==> config.mk <==
export PLATFORM = sky130hd
export DESIGN_NAME = page_xlate
export DESIGN_NICKNAME = d
export VERILOG_FILES = /design/src/rtl/pxl_pkg.sv /design/src/rtl/pxl_tlb.sv /design/src/rtl/pxl_walk.sv /design/src/rtl/page_xlate.sv
export SDC_FILE = /design/constraint.sdc
export NUM_CORES = 1
export LEC_CHECK = 0
export BUFFER_PORTS_ARGS = -buffer_cell sky130_fd_sc_hd__buf_2
export CAP_MARGIN = 30
export CELL_PAD_IN_SITES_DETAIL_PLACEMENT = 0
export CELL_PAD_IN_SITES_GLOBAL_PLACEMENT = 1
export CORE_ASPECT_RATIO = 1.5
export CORE_MARGIN = 2
export CORE_UTILIZATION = 40
export CTS_CLUSTER_SIZE = 8
export DETAILED_ROUTE_END_ITERATION = 8
export GPL_TIMING_DRIVEN = 1
export PLACE_DENSITY = 0.68
export SLEW_MARGIN = 20
export SYNTH_ARGS = -nofsm -noshare
export SYNTH_HDL_FRONTEND = slang
export SYNTH_SLANG_ARGS = --single-unit
==> constraint.sdc <==
create_clock -name clk -period 8.6 [get_ports clk]
set_clock_uncertainty 0.05 [all_clocks]
set_input_delay 0 -clock clk [delete_from_list [all_inputs] [get_ports clk]]
set_output_delay 0 -clock clk [all_outputs]
set_load 0.005 [all_outputs]
==> src/rtl/pxl_pkg.sv <==
package pxl_pkg;

  typedef enum logic {
    WALK_IDLE = 1'b0,
    WALK_BUSY = 1'b1
  } walk_state_e;

  localparam int unsigned ENTRY_SHIFT = 2;

endpackage

==> src/rtl/pxl_tlb.sv <==
module pxl_tlb #(
  parameter int unsigned NUM_ENT = 8,
  parameter int unsigned PN_W    = 20,
  parameter int unsigned FN_W    = 20
) (
  input  logic            clk,
  input  logic            rst_n,
  input  logic            flush_i,
  input  logic [PN_W-1:0] lk_pn_i,
  output logic            lk_hit_o,
  output logic [FN_W-1:0] lk_fn_o,
  input  logic            fill_en_i,
  input  logic [PN_W-1:0] fill_pn_i,
  input  logic [FN_W-1:0] fill_fn_i
);

  localparam int unsigned IDX_W = (NUM_ENT > 1) ? $clog2(NUM_ENT) : 1;
  localparam logic [IDX_W-1:0] LAST_IDX = IDX_W'(NUM_ENT - 1);

  logic [NUM_ENT-1:0] val_q, val_d;
  logic [PN_W-1:0]    tag_q [NUM_ENT];
  logic [FN_W-1:0]    fn_q  [NUM_ENT];
  logic [IDX_W-1:0]   ptr_q, ptr_d;
  logic [NUM_ENT-1:0] match;
  logic [NUM_ENT-1:0] wr_sel;

  genvar g;
  generate
    for (g = 0; g < NUM_ENT; g++) begin : g_ent
      assign match[g]  = val_q[g] && (tag_q[g] == lk_pn_i);
      assign wr_sel[g] = fill_en_i && (ptr_q == IDX_W'(g));

      always_ff @(posedge clk) begin
        if (wr_sel[g]) begin
          tag_q[g] <= fill_pn_i;
          fn_q[g]  <= fill_fn_i;
        end
      end
    end
  endgenerate

  always_comb begin
    lk_fn_o = '0;
    for (int i = 0; i < NUM_ENT; i++) begin
      if (match[i]) lk_fn_o = lk_fn_o | fn_q[i];
    end
  end

  assign lk_hit_o = |match;

  always_comb begin
    val_d = val_q;
    ptr_d = ptr_q;
    if (flush_i) begin
      val_d = '0;
    end else if (fill_en_i) begin
      val_d = val_q | wr_sel;
      ptr_d = (ptr_q == LAST_IDX) ? '0 : ptr_q + 1'b1;
    end
  end

  always_ff @(posedge clk or negedge rst_n) begin
    if (!rst_n) begin
      val_q <= '0;
      ptr_q <= '0;
    end else begin
      val_q <= val_d;
      ptr_q <= ptr_d;
    end
  end

  AST_TLB_ONEHOT: assert property (@(posedge clk) disable iff (!rst_n)
    $onehot0(match));

  AST_FLUSH_EMPTY: assert property (@(posedge clk) disable iff (!rst_n)
    flush_i |=> (val_q == '0));

  AST_RR_STEP: assert property (@(posedge clk) disable iff (!rst_n)
    (fill_en_i && !flush_i) |=>
      (ptr_q == (($past(ptr_q) == LAST_IDX) ? '0 : $past(ptr_q) + 1'b1)));

endmodule

==> src/rtl/pxl_walk.sv <==
module pxl_walk
  import pxl_pkg::*;
#(
  parameter int unsigned PN_W  = 20,
  parameter int unsigned FN_W  = 20,
  parameter int unsigned OFF_W = 12,
  parameter int unsigned PA_W  = 32,
  parameter int unsigned PTE_W = 32
) (
  input  logic             clk,
  input  logic             rst_n,
  input  logic             start_i,
  input  logic [PN_W-1:0]  start_pn_i,
  input  logic [OFF_W-1:0] start_off_i,
  input  logic [PA_W-1:0]  base_i,
  output logic             busy_o,
  output logic             mem_req_o,
  output logic [PA_W-1:0]  mem_addr_o,
  input  logic             mem_ack_i,
  input  logic [PTE_W-1:0] mem_rdata_i,
  output logic             fin_o,
  output logic [PN_W-1:0]  fin_pn_o,
  output logic [FN_W-1:0]  fin_fn_o,
  output logic [OFF_W-1:0] fin_off_o
);

  walk_state_e      st_q, st_d;
  logic [PA_W-1:0]  addr_q, addr_d;
  logic [PN_W-1:0]  pn_q;
  logic [OFF_W-1:0] off_q;
  logic             cap_en;

  assign cap_en = (st_q == WALK_IDLE) && start_i;

  always_comb begin
    st_d   = st_q;
    addr_d = addr_q;
    if (cap_en) begin
      st_d   = WALK_BUSY;
      addr_d = base_i + (PA_W'(start_pn_i) << ENTRY_SHIFT);
    end else if ((st_q == WALK_BUSY) && mem_ack_i) begin
      st_d = WALK_IDLE;
    end
  end

  always_ff @(posedge clk or negedge rst_n) begin
    if (!rst_n) begin
      st_q   <= WALK_IDLE;
      addr_q <= '0;
    end else begin
      st_q   <= st_d;
      addr_q <= addr_d;
    end
  end

  always_ff @(posedge clk) begin
    if (cap_en) begin
      pn_q  <= start_pn_i;
      off_q <= start_off_i;
    end
  end

  assign busy_o     = (st_q == WALK_BUSY);
  assign mem_req_o  = busy_o;
  assign mem_addr_o = addr_q;
  assign fin_o      = busy_o && mem_ack_i;
  assign fin_pn_o   = pn_q;
  assign fin_fn_o   = mem_rdata_i[FN_W-1:0];
  assign fin_off_o  = off_q;

  AST_REQ_HELD: assert property (@(posedge clk) disable iff (!rst_n)
    (mem_req_o && !mem_ack_i) |=> (mem_req_o && $stable(mem_addr_o)));

  AST_START_WHEN_IDLE: assert property (@(posedge clk) disable iff (!rst_n)
    start_i |-> !busy_o);

endmodule

==> src/rtl/page_xlate.sv <==
module page_xlate #(
  parameter int unsigned VA_W      = 32,
  parameter int unsigned PA_W      = 32,
  parameter int unsigned PAGE_BITS = 12,
  parameter int unsigned TLB_ENT   = 8,
  parameter int unsigned PTE_W     = 32,
  parameter int unsigned LEN_W     = VA_W - PAGE_BITS + 1
) (
  input  logic             clk,
  input  logic             rst_n,
  input  logic             cfg_we_i,
  input  logic [PA_W-1:0]  cfg_base_i,
  input  logic [LEN_W-1:0] cfg_len_i,
  input  logic             flush_i,
  input  logic             req_valid_i,
  input  logic [VA_W-1:0]  req_vaddr_i,
  output logic             req_ready_o,
  output logic             done_o,
  output logic             done_fault_o,
  output logic [PA_W-1:0]  done_paddr_o,
  output logic             mem_req_o,
  output logic [PA_W-1:0]  mem_addr_o,
  input  logic             mem_ack_i,
  input  logic [PTE_W-1:0] mem_rdata_i
);

  localparam int unsigned PN_W = VA_W - PAGE_BITS;
  localparam int unsigned FN_W = PA_W - PAGE_BITS;

  generate
    if (PAGE_BITS < 9 || PAGE_BITS > 13) begin : g_bad_page
      $error("page offset width must lie in 9..13");
    end
    if (FN_W > PTE_W) begin : g_bad_pte
      $error("frame field wider than table entry");
    end
  endgenerate

  logic rs_a_q, rs_b_q, rst_n_s;

  always_ff @(posedge clk or negedge rst_n) begin
    if (!rst_n) begin
      rs_a_q <= 1'b0;
      rs_b_q <= 1'b0;
    end else begin
      rs_a_q <= 1'b1;
      rs_b_q <= rs_a_q;
    end
  end
  assign rst_n_s = rs_b_q;

  logic [PA_W-1:0]  base_q, base_d;
  logic [LEN_W-1:0] len_q, len_d;

  always_comb begin
    base_d = base_q;
    len_d  = len_q;
    if (cfg_we_i) begin
      base_d = cfg_base_i;
      len_d  = cfg_len_i;
    end
  end

  always_ff @(posedge clk or negedge rst_n_s) begin
    if (!rst_n_s) begin
      base_q <= '0;
      len_q  <= '0;
    end else begin
      base_q <= base_d;
      len_q  <= len_d;
    end
  end

  logic [PN_W-1:0]      va_pn;
  logic [PAGE_BITS-1:0] va_off;
  logic                 acc, out_of_range, tlb_hit, miss_start;
  logic [FN_W-1:0]      tlb_fn;
  logic                 walk_busy, walk_fin, fill_en;
  logic [PN_W-1:0]      fin_pn;
  logic [FN_W-1:0]      fin_fn;
  logic [PAGE_BITS-1:0] fin_off;

  assign va_pn        = req_vaddr_i[VA_W-1:PAGE_BITS];
  assign va_off       = req_vaddr_i[PAGE_BITS-1:0];
  assign req_ready_o  = !walk_busy;
  assign acc          = req_valid_i && req_ready_o;
  assign out_of_range = {1'b0, va_pn} >= len_q;
  assign miss_start   = acc && !out_of_range && !tlb_hit;
  assign fill_en      = walk_fin && !flush_i;

  pxl_tlb #(
    .NUM_ENT (TLB_ENT),
    .PN_W    (PN_W),
    .FN_W    (FN_W)
  ) tlb_i (
    .clk       (clk),
    .rst_n     (rst_n_s),
    .flush_i   (flush_i),
    .lk_pn_i   (va_pn),
    .lk_hit_o  (tlb_hit),
    .lk_fn_o   (tlb_fn),
    .fill_en_i (fill_en),
    .fill_pn_i (fin_pn),
    .fill_fn_i (fin_fn)
  );

  pxl_walk #(
    .PN_W  (PN_W),
    .FN_W  (FN_W),
    .OFF_W (PAGE_BITS),
    .PA_W  (PA_W),
    .PTE_W (PTE_W)
  ) walk_i (
    .clk         (clk),
    .rst_n       (rst_n_s),
    .start_i     (miss_start),
    .start_pn_i  (va_pn),
    .start_off_i (va_off),
    .base_i      (base_q),
    .busy_o      (walk_busy),
    .mem_req_o   (mem_req_o),
    .mem_addr_o  (mem_addr_o),
    .mem_ack_i   (mem_ack_i),
    .mem_rdata_i (mem_rdata_i),
    .fin_o       (walk_fin),
    .fin_pn_o    (fin_pn),
    .fin_fn_o    (fin_fn),
    .fin_off_o   (fin_off)
  );

  logic            done_d, fault_d, rsp_en;
  logic [PA_W-1:0] paddr_d;
  logic            done_q, fault_q;
  logic [PA_W-1:0] paddr_q;

  always_comb begin
    done_d  = 1'b0;
    fault_d = 1'b0;
    paddr_d = '0;
    if (walk_fin) begin
      done_d  = 1'b1;
      paddr_d = {fin_fn, fin_off};
    end else if (acc && out_of_range) begin
      done_d  = 1'b1;
      fault_d = 1'b1;
    end else if (acc && tlb_hit) begin
      done_d  = 1'b1;
      paddr_d = {tlb_fn, va_off};
    end
  end

  assign rsp_en = done_d;

  always_ff @(posedge clk or negedge rst_n_s) begin
    if (!rst_n_s) begin
      done_q <= 1'b0;
    end else begin
      done_q <= done_d;
    end
  end

  always_ff @(posedge clk) begin
    if (rsp_en) begin
      fault_q <= fault_d;
      paddr_q <= paddr_d;
    end
  end

  assign done_o       = done_q;
  assign done_fault_o = fault_q;
  assign done_paddr_o = paddr_q;

  AST_FAULT_NO_WALK: assert property (@(posedge clk) disable iff (!rst_n_s)
    (acc && out_of_range) |=> (done_o && done_fault_o && !mem_req_o));

  AST_DONE_AFTER_ACK: assert property (@(posedge clk) disable iff (!rst_n_s)
    (mem_req_o && mem_ack_i) |=> (done_o && !done_fault_o));

  AST_HIT_NO_WALK: assert property (@(posedge clk) disable iff (!rst_n_s)
    (acc && !out_of_range && tlb_hit) |=> (done_o && !mem_req_o));

  AST_OFFSET_KEPT: assert property (@(posedge clk) disable iff (!rst_n_s)
    (acc && !out_of_range && tlb_hit) |=>
      (done_paddr_o[PAGE_BITS-1:0] == $past(req_vaddr_i[PAGE_BITS-1:0])));

endmodule

==> results.py, run 1 <==
metrics = {
    "route": {
        "route.detailed.drc": 0,
        "first_pass_iters": 5,
        "drtAntennaViolNets": 0,
        "first_iter_violations": 656,
        "wl_per_cell_um": 21.2,
        "wl_um": 49100,
        "vias": 11900,
        "via_per_inst": 5.16,
    },
    "clock_tree": {
        "cts_buffers": 70,
        "clock_sinks": 485,
        "cts_resized": 0,
        "post_cts_buffers": 0,
        "cts-root-buf": "clkbuf_16",
        "path_clk_slew_ns": 0.05,
        "cts_max_path_buffers": 3,
        "worstSkewPairLatency_ns": 0.58,
        "htreeDepth": 3,
        "cts_tree": "done",
    },
    "power": {
        "p_per_area_mw_per_mm2": 244,
        "peakVddDrop_mv": 0.168,
        "power_leakage_nw": 9.30,
    },
    "logic_synthesis": {
        "ys.flop_type": "edfxtp_1",
        "yosys.area_share.xor_xnor": 0.0811,
        "synth.distinct_cells": 56,
        "synth_edf_count": 385,
        "synth_area_leaders": "edfxtp_1, dfrtp_1, xnor2_1",
        "synth_most_common_cell": "edfxtp_1",
        "synth_mux_area_frac": 0.0364,
        "synth_compound_area_frac": 0.0819,
        "synth-simple-area-share": 0.0491,
        "yosys_register_bits": 485,
        "postSynthCellCount": 1271,
        "syn_area_per_cell_um2": 15.8,
        "synthTopCellsByCount": "edfxtp_1, dfrtp_1, xnor2_1",
        "async_reset_ff_frac": 0.206,
        "synth_top_family_by_area": "compound AO/OA/AOI/OAI gates",
        "synth.net_count": 1441,
        "seq_area_frac_synth": 0.700,
        "synth_fa_ha_area_frac": 0.0296,
        "synth_area_leader_cell": "edfxtp_1",
        "synth_area_mm2": 0.0201,
        "ys_warn_count": 0,
        "yosys.area.top_type_share": 0.575,
    },
    "critical_path": {
        "endpoint_kind": "flip-flop",
        "start_kind": "flip-flop",
        "critical_path.max_fanout": 52,
        "arrival_ns": 4.45,
        "rr_worst_depth": 10,
        "r2r-end": "walk_i.mem_addr_o[16]",
        "crit_required_ns": 9.00,
        "reg2reg_from": "len_q[0]",
        "reg2reg_slack_ns": 4.55,
        "path_class": "reg -> reg",
    },
    "floorplanning": {
        "dieArea_mm2": 0.0521,
        "core_area_mm2": 0.0497,
        "fp.dieH_um": 278,
        "die-width_um": 187,
        "ios": 191,
        "initial_core_util": 0.405,
        "rows": 100,
    },
    "timing": {
        "slew_headroom": 0.449,
        "fin_crit_sh": 0.471,
        "hold_viol": 0,
        "drv_slew": 0,
        "tns_ns": 0,
        "tightest_slew_ns": 0.818,
        "hold_ws_ns": 0.0929,
        "rsz0062_at_grt": "no",
        "min_period_ns": 4.05,
        "fmax_ghz": 0.247,
        "setup_viol": 0,
        "worst_slack_ns": 4.55,
    },
    "layout": {
        "final_util": 0.502,
        "fin_nets": 1767,
        "syn_to_final_growth_pct": 24.0,
        "diodes": 0,
        "nFillCells": 4301,
        "drive_gt1_frac": 0.213,
    },
    "global_route": {
        "grt_max_degree": 74,
        "grt_antenna_before_repair": 0,
        "grt_pass1_vias": 12900,
        "gr-total-overflow": 0,
        "grt_first_pass_wirelength_um": 74900,
        "grt_usage": 0.190,
    },
    "run_status": {
        "outcome": "finished, final reports clean",
    },
    "worst_hold_path": {
        "hold_end": "base_q[3]",
        "hold_path.class": "in -> reg",
        "hold_depth": 4,
        "min_from": "cfg_we_i",
    },
    "place": {
        "portBuffers": 178,
        "gp_congestion": 0.744,
        "post-dp-hpwl_um": 29400,
        "dp_slack_ns": 4.43,
    },
    "run": {
        "drv_cap": 0,
    },
}
==> state kept, by name (all words and copies together), names as in the netlist <==
name	count
done_fault_o	1
done_paddr_o	32
walk_i.fin_pn_o	20
done_o	1
walk_i.busy_o	1
len_q	21
walk_i.fin_off_o	12
base_q	32
tlb_i.fn_q	160
rs_b_q	1
walk_i.mem_addr_o	32
rs_a_q	1
tlb_i.val_q	8
tlb_i.ptr_q	3
tlb_i.tag_q	160
==> stage by stage <==
| stage | total power [mW] | cells | area (µm²) |
|---|---|---|---|
| detailed placement | 3.54 | 2078 | 21800 |
| global route | 6.33 | 2314 | 24900 |
| CTS | 6.14 | 2314 | 24900 |
| floorplan | 3.25 | 1271 | 20100 |
| global placement | 3.53 | 2078 | 21800 |
| finish | 6.07 | 2314 | 24900 |
==> cell families after synthesis <==
| family | after synthesis |
|---|---|
| flip-flops | 485 |
| AO/OA/AOI/OAI | 222 |
| XOR/XNOR | 186 |
| AND/OR/NAND/NOR | 176 |
| buffers and inverters | 89 |
| multiplexers | 65 |
| adder cells (fa/ha/maj) | 47 |
| other | 1 |
==> area by class of cell <==
class / instances / area (µm²) / area share
sequential: 485 / 14100 / 0.565
multi-input combinational: 697 / 5670 / 0.228
timing repair buffer: 310 / 2160 / 0.0866
clock buffer: 120 / 1970 / 0.0791
tap: 663 / 830 / 0.0333
inverter: 33 / 124 / 0.00497
clock inverter: 6 / 90.1 / 0.00362
==> where the power goes <==
| part | internal, mW | leakage [nW] | switching, mW |
|---|---|---|---|
| Sequential | 2.76 | 4.70 | 0.107 |
| Clock | 1.56 | 0.981 | 0.988 |
| Combinational | 0.307 | 3.61 | 0.354 |
==> cell usage in the layout, fill, tap and decap left out, drive strengths merged, types with 4 or more instances in the layout <==
cell,n
nor4,27
nor2,15
a21oi,30
dlygate4sd3,110
a21boi,4
buf,200
xor2,87
a21o,13
nor3,9
inv,37
o21a,4
o21bai,4
edfxtp,385
o211ai,4
nor2b,4
and3,14
a22o,52
a221oi,22
a22oi,40
dfrtp,100
nand3,32
mux2,64
nand2,37
xnor2,99
ha,46
o21ai,37
a211oi,4
nand4,24
clkbuf,120
==> how the worst max path moves through the flow <==
| stage | from | end | slack [ns] |
|---|---|---|---|
| finish | len_q[0] | walk_i.mem_addr_o[16] | 4.55 |
| global placement | req_vaddr_i[12] | walk_i.mem_addr_o[16] | 4.45 |
| CTS | len_q[0] | walk_i.mem_addr_o[18] | 4.43 |
| detailed placement | req_vaddr_i[12] | walk_i.mem_addr_o[18] | 4.43 |
| floorplan | tlb_i.tag_q[0][5] | done_fault_o | 4.19 |
| global route | req_vaddr_i[12] | walk_i.mem_addr_o[16] | 4.23 |
==> routing by layer <==
| layer | track usage | routed length [µm] | share of wire |
|---|---|---|---|
| met5 | 0 | 0 | 0 |
| met4 | 0.0527 | 739 | 0.015 |
| met3 | 0.0348 | 2440 | 0.050 |
| met2 | 0.359 | 26500 | 0.54 |
| met1 | 0.218 | 19400 | 0.40 |
==> critical path, cell delays in order, from the launching register on <==
cell	delay [ns]
dfrtp_1	0.38
ha_1	0.26
nand2b_1	0.15
a21o_1	0.18
a211oi_1	0.25
o21bai_1	0.15
a221oi_2	0.39
o22ai_2	0.26
nor3_4	0.66
buf_4	0.73
mux2_2	0.41
==> what timing repair did <==
action,4_1_cts,5_1_grt
hold endpoints to repair,293,0
endpoints found under the setup margin,0,0
hold buffers,110,0
Note: power is estimated with default switching activity, not from simulation.
==> run 2, diff against run 1 <==
--- a/config.mk
+++ b/config.mk
@@ -15,7 +15,7 @@
 export CTS_CLUSTER_SIZE = 8
 export DETAILED_ROUTE_END_ITERATION = 8
 export GPL_TIMING_DRIVEN = 1
-export PLACE_DENSITY = 0.68
+export PLACE_DENSITY = 0.7
 export SLEW_MARGIN = 20
 export SYNTH_ARGS = -nofsm -noshare
 export SYNTH_HDL_FRONTEND = slang
==> constraint.sdc (replaced) <==
create_clock -name clk -period 3.4 [get_ports clk]
set_clock_uncertainty 0.05 [all_clocks]
set_input_delay 0 -clock clk [delete_from_list [all_inputs] [get_ports clk]]
set_output_delay 0 -clock clk [all_outputs]
set_load 0.005 [all_outputs]
==> results.py, run 2 (synthesis gave the netlist of run 1 again) <==
metrics = {
    "run_status": {
        "outcome": "finished, final reports clean",
    },
    "clock_tree": {
        "cts_buffers": 70,
        "htreeDepth": 3,
        "clock_sinks": 485,
        "cts_max_path_buffers": 3,
        "cts_resized": 0,
        "worstSkewPairLatency_ns": 0.60,
        "cts_tree": "done",
        "path_clk_slew_ns": 0.05,
        "cts-root-buf": "clkbuf_16",
    },
    "place": {
        "dpl-instance-area_mm2": 0.0220,
        "dpl.cell_count": 2098,
        "post-dp-hpwl_um": 30800,
        "portBuffers": 178,
        "gp_congestion": 0.763,
    },
    "critical_path": {
        "crit_required_ns": 3.81,
        "critical_path.max_fanout": 52,
        "endpoint_kind": "flip-flop",
        "arrival_ns": 3.55,
        "start_kind": "flip-flop",
        "path_class": "reg -> reg",
        "path_cells": "ha_1 > nand2b_1 > a21o_1 > a211oi_1 > o21bai_1 > a221oi_2 > o22ai_2 > nor3_4 > buf_12 > mux2_1",
        "crit_buf_inv": 1,
        "crit_slowest_cell": "a221oi_2",
        "slowest_delay_ns": 0.40,
        "cp_top_family": "compound AO/OA/AOI/OAI gates",
    },
    "layout": {
        "fin_nets": 1787,
        "multi_input_area_mm2": 0.00567,
        "layout_commonest_cell": "edfxtp_1",
        "final_cell_mix": "edfxtp_1, buf_2, dlygate4sd3_1",
        "top_regs": "tlb_i.fn_q: 160 flops, tlb_i.tag_q: 160 flops",
        "nFillCells": 4229,
        "regArea_mm2": 0.0141,
        "final_cells": 2332,
        "drive_gt1_frac": 0.222,
        "syn_to_final_growth_pct": 25.2,
        "diodes": 0,
        "stdcell_area_mm2": 0.0251,
    },
    "timing": {
        "setup_viol": 0,
        "tightest_slew_ns": 0.844,
        "rsz0062_at_grt": "no",
        "fin_crit_sh": 0.922,
        "tns_ns": 0,
        "min_period_ns": 3.13,
        "hold_ws_ns": 0.0610,
        "fmax_ghz": 0.319,
        "hold_viol": 0,
        "drv_slew": 0,
        "slew_headroom": 0.437,
    },
    "power": {
        "p_per_area_mw_per_mm2": 614,
        "seq_power_share": 0.470,
        "p_int_mw": 11.7,
        "power_leakage_nw": 9.42,
        "peakVddDrop_mv": 0.404,
        "power.total_mw": 15.5,
        "p_clk_frac": 0.420,
        "switching_share": 0.242,
        "combPwrFrac": 0.110,
        "switching_power_mw": 3.73,
    },
    "floorplanning": {
        "dieArea_mm2": 0.0521,
        "rows": 100,
        "ios": 191,
        "initial_core_util": 0.405,
        "die-width_um": 187,
        "core_area_mm2": 0.0497,
        "fp.dieH_um": 278,
    },
    "route": {
        "first_pass_iters": 5,
        "wl_um": 50200,
        "wl_per_cell_um": 21.5,
        "first_iter_violations": 851,
        "route.detailed.drc": 0,
        "via_per_inst": 5.19,
        "vias": 12100,
        "drtAntennaViolNets": 0,
    },
    "run": {
        "drv_cap": 0,
    },
    "global_route": {
        "grt_usage": 0.195,
        "grt_pass1_vias": 12800,
        "grt_first_pass_wirelength_um": 76200,
        "gr-total-overflow": 0,
        "grt_max_degree": 74,
        "grt_antenna_before_repair": 0,
    },
    "worst_hold_path": {
        "hold_path.class": "in -> reg",
    },
}
-- run 2: cell types whose count changed in the layout (fill, tap and decap cells not counted) --
cell	delta
clkinv_8	-2
buf_12	+5
clkbuf_1	-1
inv_16	-1
buf_4	+14
clkinv_16	+2
buf_16	+1
-- run 2: final timing paths --
path,cells past startpoint,endpoint,startpoint,slack [ns]
worst max-delay path,10,walk_i.mem_addr_o[4],len_q[0],0.27
worst min-delay path,4,base_q[3],cfg_we_i,0.06
worst max register to register,10,walk_i.mem_addr_o[4],len_q[0],0.27
worst min register to register,0,base_q[4],rs_b_q,0.28
max in group asynchronous,2,walk_i.mem_addr_o[19],rs_b_q,2.02
min in group asynchronous,3,rs_b_q,rst_n,0.24
-- run 2: power by group through the flow --
stage | Clock, mW | Combinational [mW] | Sequential (mW)
floorplan | 0 | 0.913 | 7.32
global placement | 0 | 1.58 | 7.37
detailed placement | 0 | 1.62 | 7.37
CTS | 6.62 | 1.74 | 7.27
global route | 6.87 | 1.89 | 7.32
finish | 6.48 | 1.71 | 7.26
-- run 2: what timing repair did --
action / 4_1_cts / 5_1_grt
hold endpoints to repair: 297 / 0
setup buffers: 0 / 0
hold buffers: 110 / 0
-- run 2: layout make-up --
class                   count  area share
clock buffers             119      0.0782
clock inverters             5     0.00388
inverters                  33     0.00493
multi-input cells         697       0.226
flip-flops and latches    485       0.559
well taps                 663      0.0330
repair buffers            330      0.0950
-- run 2: per-stage QoR --
stage,worst slack (ns),util
after floorplan,0.358,-
final,0.265,0.506
after global routing,0.119,0.506
after CTS,0.184,0.506
after global placement,0.208,0.442
after detailed placement,0.211,0.443
-- run 2: routing by layer --
layer / routed length [µm] / global-route usage
met5: 0 / 0
met3: 2610 / 0.0332
met4: 1160 / 0.0722
met2: 26500 / 0.357
met1: 19900 / 0.228
-- run 2: tightest hold or removal path, delay by kind of cell --
| family | cells | cell delay [ns] |
|---|---|---|
| simple gates | 1 | 0.14 |
| buf+inv | 2 | 0.42 |
| compound gates | 1 | 0.07 |
==> run 3, diff against run 2 <==
--- a/config.mk
+++ b/config.mk
@@ -12,6 +12,7 @@
 export CORE_ASPECT_RATIO = 1.5
 export CORE_MARGIN = 2
 export CORE_UTILIZATION = 40
+export CTS_BUF_LIST = sky130_fd_sc_hd__clkbuf_16
 export CTS_CLUSTER_SIZE = 8
 export DETAILED_ROUTE_END_ITERATION = 8
 export GPL_TIMING_DRIVEN = 1
==> results.py, run 3 (synthesis gave the netlist of run 1 again) <==
metrics = {
    "layout": {
        "final_cell_mix": "edfxtp_1, buf_2, dlygate4sd3_1",
        "regArea_mm2": 0.0141,
        "final_cells": 2332,
        "drive_gt1_frac": 0.222,
        "multi_input_area_mm2": 0.00567,
        "top_regs": "tlb_i.fn_q: 160 flops, tlb_i.tag_q: 160 flops",
        "stdcell_area_mm2": 0.0251,
        "syn_to_final_growth_pct": 25.1,
        "diodes": 0,
        "fin_nets": 1787,
        "nFillCells": 4230,
        "layout_commonest_cell": "edfxtp_1",
    },
    "global_route": {
        "grt_usage": 0.195,
        "grt_antenna_before_repair": 0,
        "gr-total-overflow": 0,
        "grt_max_degree": 74,
        "grt_first_pass_wirelength_um": 76300,
        "grt_pass1_vias": 12900,
    },
    "floorplanning": {
        "dieArea_mm2": 0.0521,
        "fp.dieH_um": 278,
        "die-width_um": 187,
        "rows": 100,
        "ios": 191,
        "initial_core_util": 0.405,
        "core_area_mm2": 0.0497,
    },
    "route": {
        "drtAntennaViolNets": 0,
        "vias": 12200,
        "first_pass_iters": 7,
        "first_iter_violations": 850,
        "via_per_inst": 5.21,
        "route.detailed.drc": 0,
        "wl_um": 50200,
        "wl_per_cell_um": 21.5,
    },
    "critical_path": {
        "start_kind": "flip-flop",
        "arrival_ns": 3.56,
        "crit_required_ns": 3.81,
        "path_class": "reg -> reg",
        "endpoint_kind": "flip-flop",
        "critical_path.max_fanout": 52,
    },
    "power": {
        "p_per_area_mw_per_mm2": 608,
        "power.total_mw": 15.3,
        "power_leakage_nw": 9.61,
        "peakVddDrop_mv": 0.402,
    },
    "worst_hold_path": {
        "hold_path.class": "in -> reg",
    },
    "timing": {
        "setup_viol": 0,
        "tightest_slew_ns": 0.840,
        "min_period_ns": 3.15,
        "hold_viol": 0,
        "drv_slew": 0,
        "fin_crit_sh": 0.926,
        "slew_headroom": 0.440,
        "hold_ws_ns": 0.0610,
        "rsz0062_at_grt": "no",
        "fmax_ghz": 0.318,
        "tns_ns": 0,
    },
    "clock_tree": {
        "clock_sinks": 485,
        "cts_buffers": 70,
        "cts-root-buf": "clkbuf_16",
        "cts_tree": "done",
        "htreeDepth": 3,
        "path_clk_slew_ns": 0.05,
        "worstSkewPairLatency_ns": 0.60,
        "cts_resized": 0,
        "cts_max_path_buffers": 3,
    },
    "run_status": {
        "outcome": "finished, final reports clean",
    },
    "place": {
        "dpl.cell_count": 2098,
        "dpl-instance-area_mm2": 0.0220,
        "portBuffers": 178,
        "gp_congestion": 0.763,
        "post-dp-hpwl_um": 30800,
    },
    "run": {
        "drv_cap": 0,
    },
}
## run 3: layer usage
metal / GRT usage / wire length (µm) / vias to the layer above
li1: - / - / 5540
met1: 0.228 / 19800 / 6144
met2: 0.357 / 26500 / 392
met3: 0.0332 / 2640 / 83
met4: 0.0722 / 1180 / 0
met5: 0 / 0 / -
## run 3: layout make-up
cell class | instances | share of cell area
multi-input combinational | 697 | 0.226
timing repair buffer | 330 | 0.0951
tap | 663 | 0.0330
inverter | 33 | 0.00493
clock inverter | 53 | 0.0110
sequential | 485 | 0.560
clock buffer | 71 | 0.0707
## run 3: per-stage QoR
| stage | util | setup WS [ns] |
|---|---|---|
| after floorplan | - | 0.358 |
| after global placement | 0.442 | 0.208 |
| after detailed placement | 0.443 | 0.211 |
| after CTS | 0.506 | 0.183 |
| after global routing | 0.506 | 0.118 |
| final | 0.506 | 0.251 |
## run 3: power breakdown
group          switching [mW]  total (mW)  internal [mW]
Clock                    2.55        6.32           3.77
Sequential              0.289        7.26           6.97
Combinational           0.898        1.71          0.809
## run 3: critical path: stages, from the launching register on
cell and delay, ns:
dfrtp_1 0.38, ha_1 0.26, nand2b_1 0.14, a21o_1 0.18, a211oi_1 0.24, o21bai_1 0.17, a221oi_2 0.41, o22ai_2 0.19
nor3_4 0.27, buf_12 0.33, mux2_1 0.36
## run 3: worst paths after layout
check	cells past startpoint	slack, ns	start	endpoint
worst min register to register	0	0.28	rs_b_q	walk_i.mem_addr_o[5]
worst max register to register	10	0.25	len_q[0]	walk_i.mem_addr_o[4]
max in group asynchronous	2	2.03	rs_b_q	walk_i.mem_addr_o[19]
worst min-delay path	4	0.06	cfg_we_i	base_q[3]
worst max-delay path	10	0.25	len_q[0]	walk_i.mem_addr_o[4]
min in group asynchronous	3	0.24	rst_n	rs_a_q
## run 3: timing repair
action,CTS,global route
hold buffers,110,0
endpoints found under the hold margin,297,0
buffers inserted,0,0
